File: src/rtl/tcl_pkg.sv
package tcl_pkg;
    localparam int BYTE_W = 8;
    localparam int CNT_W  = 2 * BYTE_W;
    localparam int NUM_CH = 3;
    localparam int ADDR_W = 2;
    localparam int MODE_W = 3;
    localparam logic [ADDR_W-1:0] CTL_ADDR = 2'd3;

    typedef enum logic [1:0] {
        ACC_LATCH = 2'b00,
        ACC_LO    = 2'b01,
        ACC_HI    = 2'b10,
        ACC_BOTH  = 2'b11
    } acc_e;

    typedef struct packed {
        logic              rb;
        logic [1:0]        sel;
        acc_e              acc;
        logic [MODE_W-1:0] mode;
        logic              bcd;
    } ctl_s;

    // x10 and x11 fold to modes 2 and 3; the other codes map straight through
    function automatic logic [MODE_W-1:0] mode_num(input logic [MODE_W-1:0] m);
        if (m[1]) return {1'b0, m[1:0]};
        return m;
    endfunction
endpackage

File: src/rtl/tcl_decode.sv
module tcl_decode
    import tcl_pkg::*;
(
    input  logic [BYTE_W-1:0] ctl_byte,
    output ctl_s              ctl
);
    always_comb begin
        ctl.sel  = ctl_byte[7:6];
        ctl.rb   = (ctl_byte[7:6] == 2'b11);
        ctl.acc  = acc_e'(ctl_byte[5:4]);
        ctl.mode = mode_num(ctl_byte[3:1]);
        ctl.bcd  = ctl_byte[0];
    end
endmodule

File: src/rtl/tcl_channel.sv
module tcl_channel
    import tcl_pkg::*;
(
    input  logic              clk,
    input  logic              rst,
    input  logic              ctl_wr,
    input  logic              latch_cmd,
    input  ctl_s              ctl,
    input  logic              data_wr,
    input  logic [BYTE_W-1:0] wdata,
    input  logic              rd_adv,
    input  logic [CNT_W-1:0]  value_i,
    output logic [BYTE_W-1:0] rd_byte,
    output logic              load_stb,
    output logic [CNT_W-1:0]  load_val,
    output logic [MODE_W-1:0] mode_o,
    output logic              bcd_o
);
    logic              prog_q;
    acc_e              fmt_q;
    logic [MODE_W-1:0] mode_q;
    logic              bcd_q;
    logic              wr_hi_q;
    logic              rd_hi_q;
    logic [BYTE_W-1:0] lo_hold_q;

    always_ff @(posedge clk) begin
        if (rst) begin
            prog_q    <= 1'b0;
            fmt_q     <= ACC_LATCH;
            mode_q    <= '0;
            bcd_q     <= 1'b0;
            wr_hi_q   <= 1'b0;
            rd_hi_q   <= 1'b0;
            lo_hold_q <= '0;
            load_stb  <= 1'b0;
            load_val  <= '0;
        end else begin
            load_stb <= 1'b0;
            if (ctl_wr) begin
                prog_q    <= 1'b1;
                fmt_q     <= ctl.acc;
                mode_q    <= ctl.mode;
                bcd_q     <= ctl.bcd;
                wr_hi_q   <= 1'b0;
                rd_hi_q   <= 1'b0;
                lo_hold_q <= '0;
            end else begin
                if (data_wr && prog_q) begin
                    unique case (fmt_q)
                        ACC_LO: begin
                            load_stb <= 1'b1;
                            load_val <= {{BYTE_W{1'b0}}, wdata};
                        end
                        ACC_HI: begin
                            load_stb <= 1'b1;
                            load_val <= {wdata, {BYTE_W{1'b0}}};
                        end
                        ACC_BOTH: begin
                            if (!wr_hi_q) begin
                                lo_hold_q <= wdata;
                                wr_hi_q   <= 1'b1;
                            end else begin
                                load_stb <= 1'b1;
                                load_val <= {wdata, lo_hold_q};
                                wr_hi_q  <= 1'b0;
                            end
                        end
                        default: ;
                    endcase
                end
                if (rd_adv && prog_q && fmt_q == ACC_BOTH)
                    rd_hi_q <= ~rd_hi_q;
            end
        end
    end

    always_comb begin
        rd_byte = '0;
        if (prog_q) begin
            unique case (fmt_q)
                ACC_LO:   rd_byte = value_i[BYTE_W-1:0];
                ACC_HI:   rd_byte = value_i[CNT_W-1:BYTE_W];
                ACC_BOTH: rd_byte = rd_hi_q ? value_i[CNT_W-1:BYTE_W]
                                            : value_i[BYTE_W-1:0];
                default:  rd_byte = '0;
            endcase
        end
    end

    assign mode_o = mode_q;
    assign bcd_o  = bcd_q;

    p_unprog_ignored_r5: assert property (@(posedge clk) disable iff (rst)
        (!prog_q && data_wr && !ctl_wr) |=> !load_stb);

    p_latch_keeps_cfg_r2: assert property (@(posedge clk) disable iff (rst)
        latch_cmd |=> ($stable(mode_q) && $stable(bcd_q) && $stable(fmt_q)));

    p_ctl_restarts_seq_r9: assert property (@(posedge clk) disable iff (rst)
        ctl_wr |=> (!wr_hi_q && !rd_hi_q && !load_stb));

    p_pair_needs_high_r7: assert property (@(posedge clk) disable iff (rst)
        (load_stb && fmt_q == ACC_BOTH) |-> $past(wr_hi_q));
endmodule

File: src/rtl/timer_ctl_loader.sv
module timer_ctl_loader
    import tcl_pkg::*;
(
    input  logic                     clk,
    input  logic                     rst,
    input  logic                     wr_en,
    input  logic                     rd_en,
    input  logic [1:0]               addr,
    input  logic [7:0]               wdata,
    output logic [7:0]               rdata,
    input  logic [NUM_CH*CNT_W-1:0]  cnt_value,
    output logic [NUM_CH-1:0]        load_stb,
    output logic [CNT_W-1:0]         load_val,
    output logic [NUM_CH-1:0]        latch_stb,
    output logic                     readback_stb,
    output logic [NUM_CH*MODE_W-1:0] mode_o,
    output logic [NUM_CH-1:0]        bcd_o
);
    ctl_s              ctl;
    logic              ctl_hit;
    logic [NUM_CH-1:0] ctl_wr, latch_cmd;
    logic [CNT_W-1:0]  ch_load_val [NUM_CH];
    logic [BYTE_W-1:0] ch_rd_byte  [NUM_CH];

    assign ctl_hit = wr_en && (addr == CTL_ADDR);

    tcl_decode u_dec (.ctl_byte(wdata), .ctl(ctl));

    for (genvar i = 0; i < NUM_CH; i++) begin : g_ch
        logic sel_me;
        assign sel_me       = ctl_hit && !ctl.rb && (ctl.sel == 2'(i));
        assign ctl_wr[i]    = sel_me && (ctl.acc != ACC_LATCH);
        assign latch_cmd[i] = sel_me && (ctl.acc == ACC_LATCH);

        tcl_channel u_ch (
            .clk      (clk),
            .rst      (rst),
            .ctl_wr   (ctl_wr[i]),
            .latch_cmd(latch_cmd[i]),
            .ctl      (ctl),
            .data_wr  (wr_en && addr == ADDR_W'(i)),
            .wdata    (wdata),
            .rd_adv   (rd_en && addr == ADDR_W'(i)),
            .value_i  (cnt_value[i*CNT_W +: CNT_W]),
            .rd_byte  (ch_rd_byte[i]),
            .load_stb (load_stb[i]),
            .load_val (ch_load_val[i]),
            .mode_o   (mode_o[i*MODE_W +: MODE_W]),
            .bcd_o    (bcd_o[i])
        );
    end

    always_ff @(posedge clk) begin
        if (rst) begin
            latch_stb    <= '0;
            readback_stb <= 1'b0;
        end else begin
            latch_stb    <= latch_cmd;
            readback_stb <= ctl_hit && ctl.rb;
        end
    end

    always_comb begin
        load_val = '0;
        rdata    = '0;
        for (int i = 0; i < NUM_CH; i++) begin
            if (load_stb[i]) load_val = ch_load_val[i];
            if (addr == ADDR_W'(i)) rdata = ch_rd_byte[i];
        end
    end

    p_load_onehot_r6: assert property (@(posedge clk) disable iff (rst)
        $onehot0(load_stb));

    p_readback_only_r1: assert property (@(posedge clk) disable iff (rst)
        (ctl_hit && wdata[7:6] == 2'b11) |=> (readback_stb && latch_stb == '0));

    p_latch_single_r2: assert property (@(posedge clk) disable iff (rst)
        $countones(latch_stb) <= 1);
endmodule

File: config.mk
export PLATFORM = sky130hd
export DESIGN_NAME = timer_ctl_loader
export DESIGN_NICKNAME = d
export VERILOG_FILES = /design/src/rtl/tcl_pkg.sv /design/src/rtl/tcl_decode.sv /design/src/rtl/tcl_channel.sv /design/src/rtl/timer_ctl_loader.sv
export SDC_FILE = /design/constraint.sdc
export NUM_CORES = 1
export LEC_CHECK = 0
export ABC_AREA = 1
export CORE_MARGIN = 2
export CORE_UTILIZATION = 45
export CTS_CLUSTER_SIZE = 30
export DETAILED_ROUTE_END_ITERATION = 16
export HOLD_SLACK_MARGIN = 0.1
export PLACE_DENSITY = 0.72
export SLEW_MARGIN = 40
export SYNTH_ARGS = -nofsm -noshare
export SYNTH_HDL_FRONTEND = slang
export SYNTH_HIERARCHICAL = 1
export SYNTH_SLANG_ARGS = --single-unit
File: constraint.sdc
create_clock -name clk -period 2 [get_ports clk]
set_clock_uncertainty 0.15 [all_clocks]
set_input_delay 0.3 -clock clk [delete_from_list [all_inputs] [get_ports clk]]
set_output_delay 0.3 -clock clk [all_outputs]
set_load 0.005 [all_outputs]
* Word-level counts from Yosys, hierarchy flattened
Cells that the tools add are included.
Operators by class: equal/unequal tests 18, mux-type cells 33, bitwise operators 12, reduce and logical (&&, ||, !) cells 53
Operators with widths (count):
- 16-bit one-hot mux with 3 select lines | 3
- 16-bit two-way mux | 6
- 8-bit two-way mux | 9
- 8-bit one-hot mux with 3 select lines | 3
- 1-bit logical AND | 27
- 2-bit == test (second input constant) | 10
- 1-bit NOT | 12
- 4-bit AND reduction | 3
- 2-bit OR reduction | 6
- 2-bit by 1-bit == test with 1-bit output (second input constant) | 5
- 3-bit AND reduction | 3
- 3-bit nonzero test | 3
- 3-bit OR reduction | 3
- 1-bit two-way mux | 7
- 2-bit zero test | 3
- 3-bit two-way mux | 2
- 2-bit by 1-bit inequality test with 1-bit output (second input constant) | 3
- 1-bit one-hot mux with 2 select lines | 3
- 2-bit AND reduction | 3
- 2-bit nonzero test | 1
- 1-bit zero test | 1
Storage, ports and cells: register bits 106, bits of input ports 62, output and inout port bits 43

* Depth between registers and ports, before layout
depth in word-level cells 7, depth in mapped cells 12, gate-level depth less buffers 11

* By module
The synthesis kept the hierarchy.
Modules (own cells, without submodules):
- tcl_channel (g_ch[0].u_ch ...) | instances 2, cells each 239, area an instance 1625.3 µm², sequential area each 680.7 µm²
- tcl_channel (g_ch[1].u_ch) | instances 1, cells each 239, area an instance 1626.6 µm², sequential area each 680.7 µm²
- timer_ctl_loader | instances 1, cells each 149, area an instance 737.0 µm², sequential area each 80.1 µm²
- tcl_decode | instances 1, cells each 11, area an instance 70.1 µm², sequential area each 0.0 µm²

* Worst setup path before layout
No wires, ideal clock.
path type reg2out, start point register g_ch[0].u_ch.fmt_q[1], end point output port rdata[0], arrival 1.383 ns, required time 1.550 ns, setup slack 0.167 ns, cell stages (with the launch flop) 9, cell sequence dfxtp_1 clkbuf_1 inv_1 ha_1 inv_1 nand2_1 a21oi_1 nand2_1 nand3_1
RTL lines:
- from (decl) | RTL line tcl_channel.sv:20 | acc_e fmt_q;
- from (signal assigned) | RTL line tcl_channel.sv:42 | fmt_q <= ctl.acc;
- to (decl) | RTL line timer_ctl_loader.sv:10 | output logic [7:0] rdata,

==> out/qor.csv <==
stage,metric,value,unit
status,run status,"complete, but fails checks",
status,failing checks,negative setup slack,
timing,Worst Max-Slew Pin Slew,0.526,ns
timing,RSZ-0062 raised after global routing,true,
final_layout,fin area,8460,um^2
setup_path,CP arrival,1.83,ns
grt,antenna violations before repair,1,
place,placed cells,1203,
setup_path,critical path's slowest cell,dfxtp_4,
timing,final setup vio count,8,
setup_path,Crit path top cell by count,buf_6,
grt,total gr overflow,0,
pwr,Pleak,3.88,nW
detailed_routing,vias per cell,5.00,
clocking,Clock Pin Slew Worst Setup and Hold Paths,0.07,ns
yosys,"Net Count, Synth",948,
floorplanning,die width,116,um
grt,gr usage total,27.2,%
final_layout,register area,2150,um^2
final_layout,Finished Layout Cells,1256,
clocking,CTS tree,yes,
detailed_routing,Vias,6278,
final_layout,FILL cells,1021,
floorplanning,Initial Utilization,45.5,%
detailed_routing,drt wl/cell,14.7,um
yosys,Mapped Cells,874,
clocking,htree depth,3,
pwr,peak supply drop,451,uV
detailed_routing,First-pass DRT Iterations,5,
setup_path,crit path max fanout,3,
detailed_routing,"antenna viol nets, final",0,
final_layout,Final #Nets,1152,
clocking,clk_lat worst skew,0.36,ns
timing,Final Critical Period,2.28,ns
floorplanning,I/O Pins,105,
pwr,Power per Cell Area,541,nW/um^2
detailed_routing,DR iter-0 viols,398,
timing,Tcrit/Tclk final,114,%
setup_path,CP required,1.55,ns
timing,final setup margin,-0.283,ns
clocking,CTS Root Cell,clkbuf_16,
grt,vias in the first global route,5789,
place,I/O Buffers,104,
detailed_routing,drt total wl,18500,um
timing,Highest Clock Rate,438,MHz
pwr,Pwr Total,4.58,mW
final_layout,"Core Util, Final",67.9,%
clocking,Num CTS Buffers,9,
clocking,Clock Path Buffers,2,
grt,largest net degree at the start of global routing,26,
setup_path,CP max stage delay,0.37,ns
yosys,"Avg Cell Area, Syn",6.49,um^2
final_layout,most frequent cells in the layout,"214 x nand2_1, 201 x nor2_1, 98 x dfxtp_1",
setup_path,worst path bufs/invs,4,
floorplanning,cell row count,41,
yosys,Yosys warnings,6,
timing,final hold vios,0,
place,placed cell area,7390,um^2
floorplanning,Die ar.,13500,um^2
final_layout,P&R area growth vs syn,49.2,%
final_layout,share of cells above drive strength 1,24.3,%
grt,first-pass GRT wire length,28600,um
final_layout,area of the multi-input gates,3460,um^2
setup_path,cells along the critical path,buf_12 > ha_4 > o21bai_4 > buf_6 > buf_6 > nand2_4 > a21oi_2 > nand2_1 > nand3_1 > buf_2,
setup_path,CP Class,flip-flop to output pin,
timing,Max-Slew Margin vs Limit,64.8,%
setup_path,critical path launch point type,flip-flop,
clocking,CTS Sinks,106,
hold_path,Hold/Removal Path Class,input port to flip-flop,
timing,Hold Slack,0.142,ns
setup_path,Setup crit end kind,output pin,
yosys,Mapped Area,5670,um^2
place,hpwl dp,12300,um
setup_path,Top delay family on crit path,buffers and inverters,
run,max_cap viols,0,
timing,Slew Limit Fails,0,
detailed_routing,DRC viols,0,
final_layout,"commonest non-fill, non-tap cell in the layout",nand2_1,
floorplanning,core area,12500,um^2
place,routability cong.,0.924,
floorplanning,Die Y,116,um
==> worst min-delay path, delay by kind of cell <==
family / cells / cell delay (ns)
buffers and inverters: 2 / 0.26
AND/OR/NAND/NOR: 1 / 0.05
==> final timing paths <==
check	start	to	slack, ns	cells after the start
max	g_ch[0].u_ch/fmt_q[1]	rdata[5]	-0.28	10
min	addr[0]	readback_stb	0.14	3
max reg2reg	g_ch[0].u_ch/fmt_q[1]	g_ch[0].u_ch/load_val[5]	0.15	10
min reg2reg	g_ch[0].u_ch/lo_hold_q[1]	g_ch[0].u_ch/lo_hold_q[1]	0.32	2
==> flip-flops by register name, summed over array words and instances (netlist names) <==
register	flops
g_ch.u_ch/mode_o	9
g_ch.u_ch/load_stb	3
g_ch.u_ch/fmt_q	6
g_ch.u_ch/bcd_o	3
latch_stb	3
g_ch.u_ch/rd_hi_q	3
g_ch.u_ch/load_val	48
g_ch.u_ch/wr_hi_q	3
g_ch.u_ch/prog_q	3
readback_stb	1
g_ch.u_ch/lo_hold_q	24
==> power by group <==
group	leakage (nW)	internal [mW]	switching, mW
combinational	2.86	0.224	0.213
clock	0.165	1.18	0.849
sequential	0.860	2.11	0.00596
total	3.88	3.51	1.07
==> through the flow <==
stage               TNS (ns)  worst slack (ns)
finish                 -1.90            -0.283
global route           -2.30            -0.321
CTS                    -1.53            -0.215
detailed placement    -21.91            -0.371
global placement      -19.99            -0.370
floorplan                  0             0.167
==> cell type report <==
class | count | share of cell area (%)
Clock buffer | 12 | 3.03
Antenna cell | 1 | 0.0296
Tap cell | 172 | 2.54
Inverter | 82 | 3.81
Sequential cell | 106 | 25.4
Multi-Input combinational cell | 660 | 40.8
Clock inverter | 4 | 0.946
Timing Repair Buffer | 219 | 23.4
==> metal layers <==
metal | track usage (%) | up-vias | share of wire (%)
met3 | 3.43 | 51 | 5.7
met1 | 35.5 | 2870 | 43
met2 | 45.1 | 202 | 48
li1 | - | 3155 | -
met4 | 12.0 | 0 | 3.1
met5 | 0 | - | 0
==> timing repair <==
item	4_1_cts	5_1_grt
cloned	2	3
pin swaps	55	26
endpoints found under the setup margin	27	61
gates resized for setup	173	32
buffers inserted	28	5
hold buffers	0	0
Power figures use the tool's default switching activity.
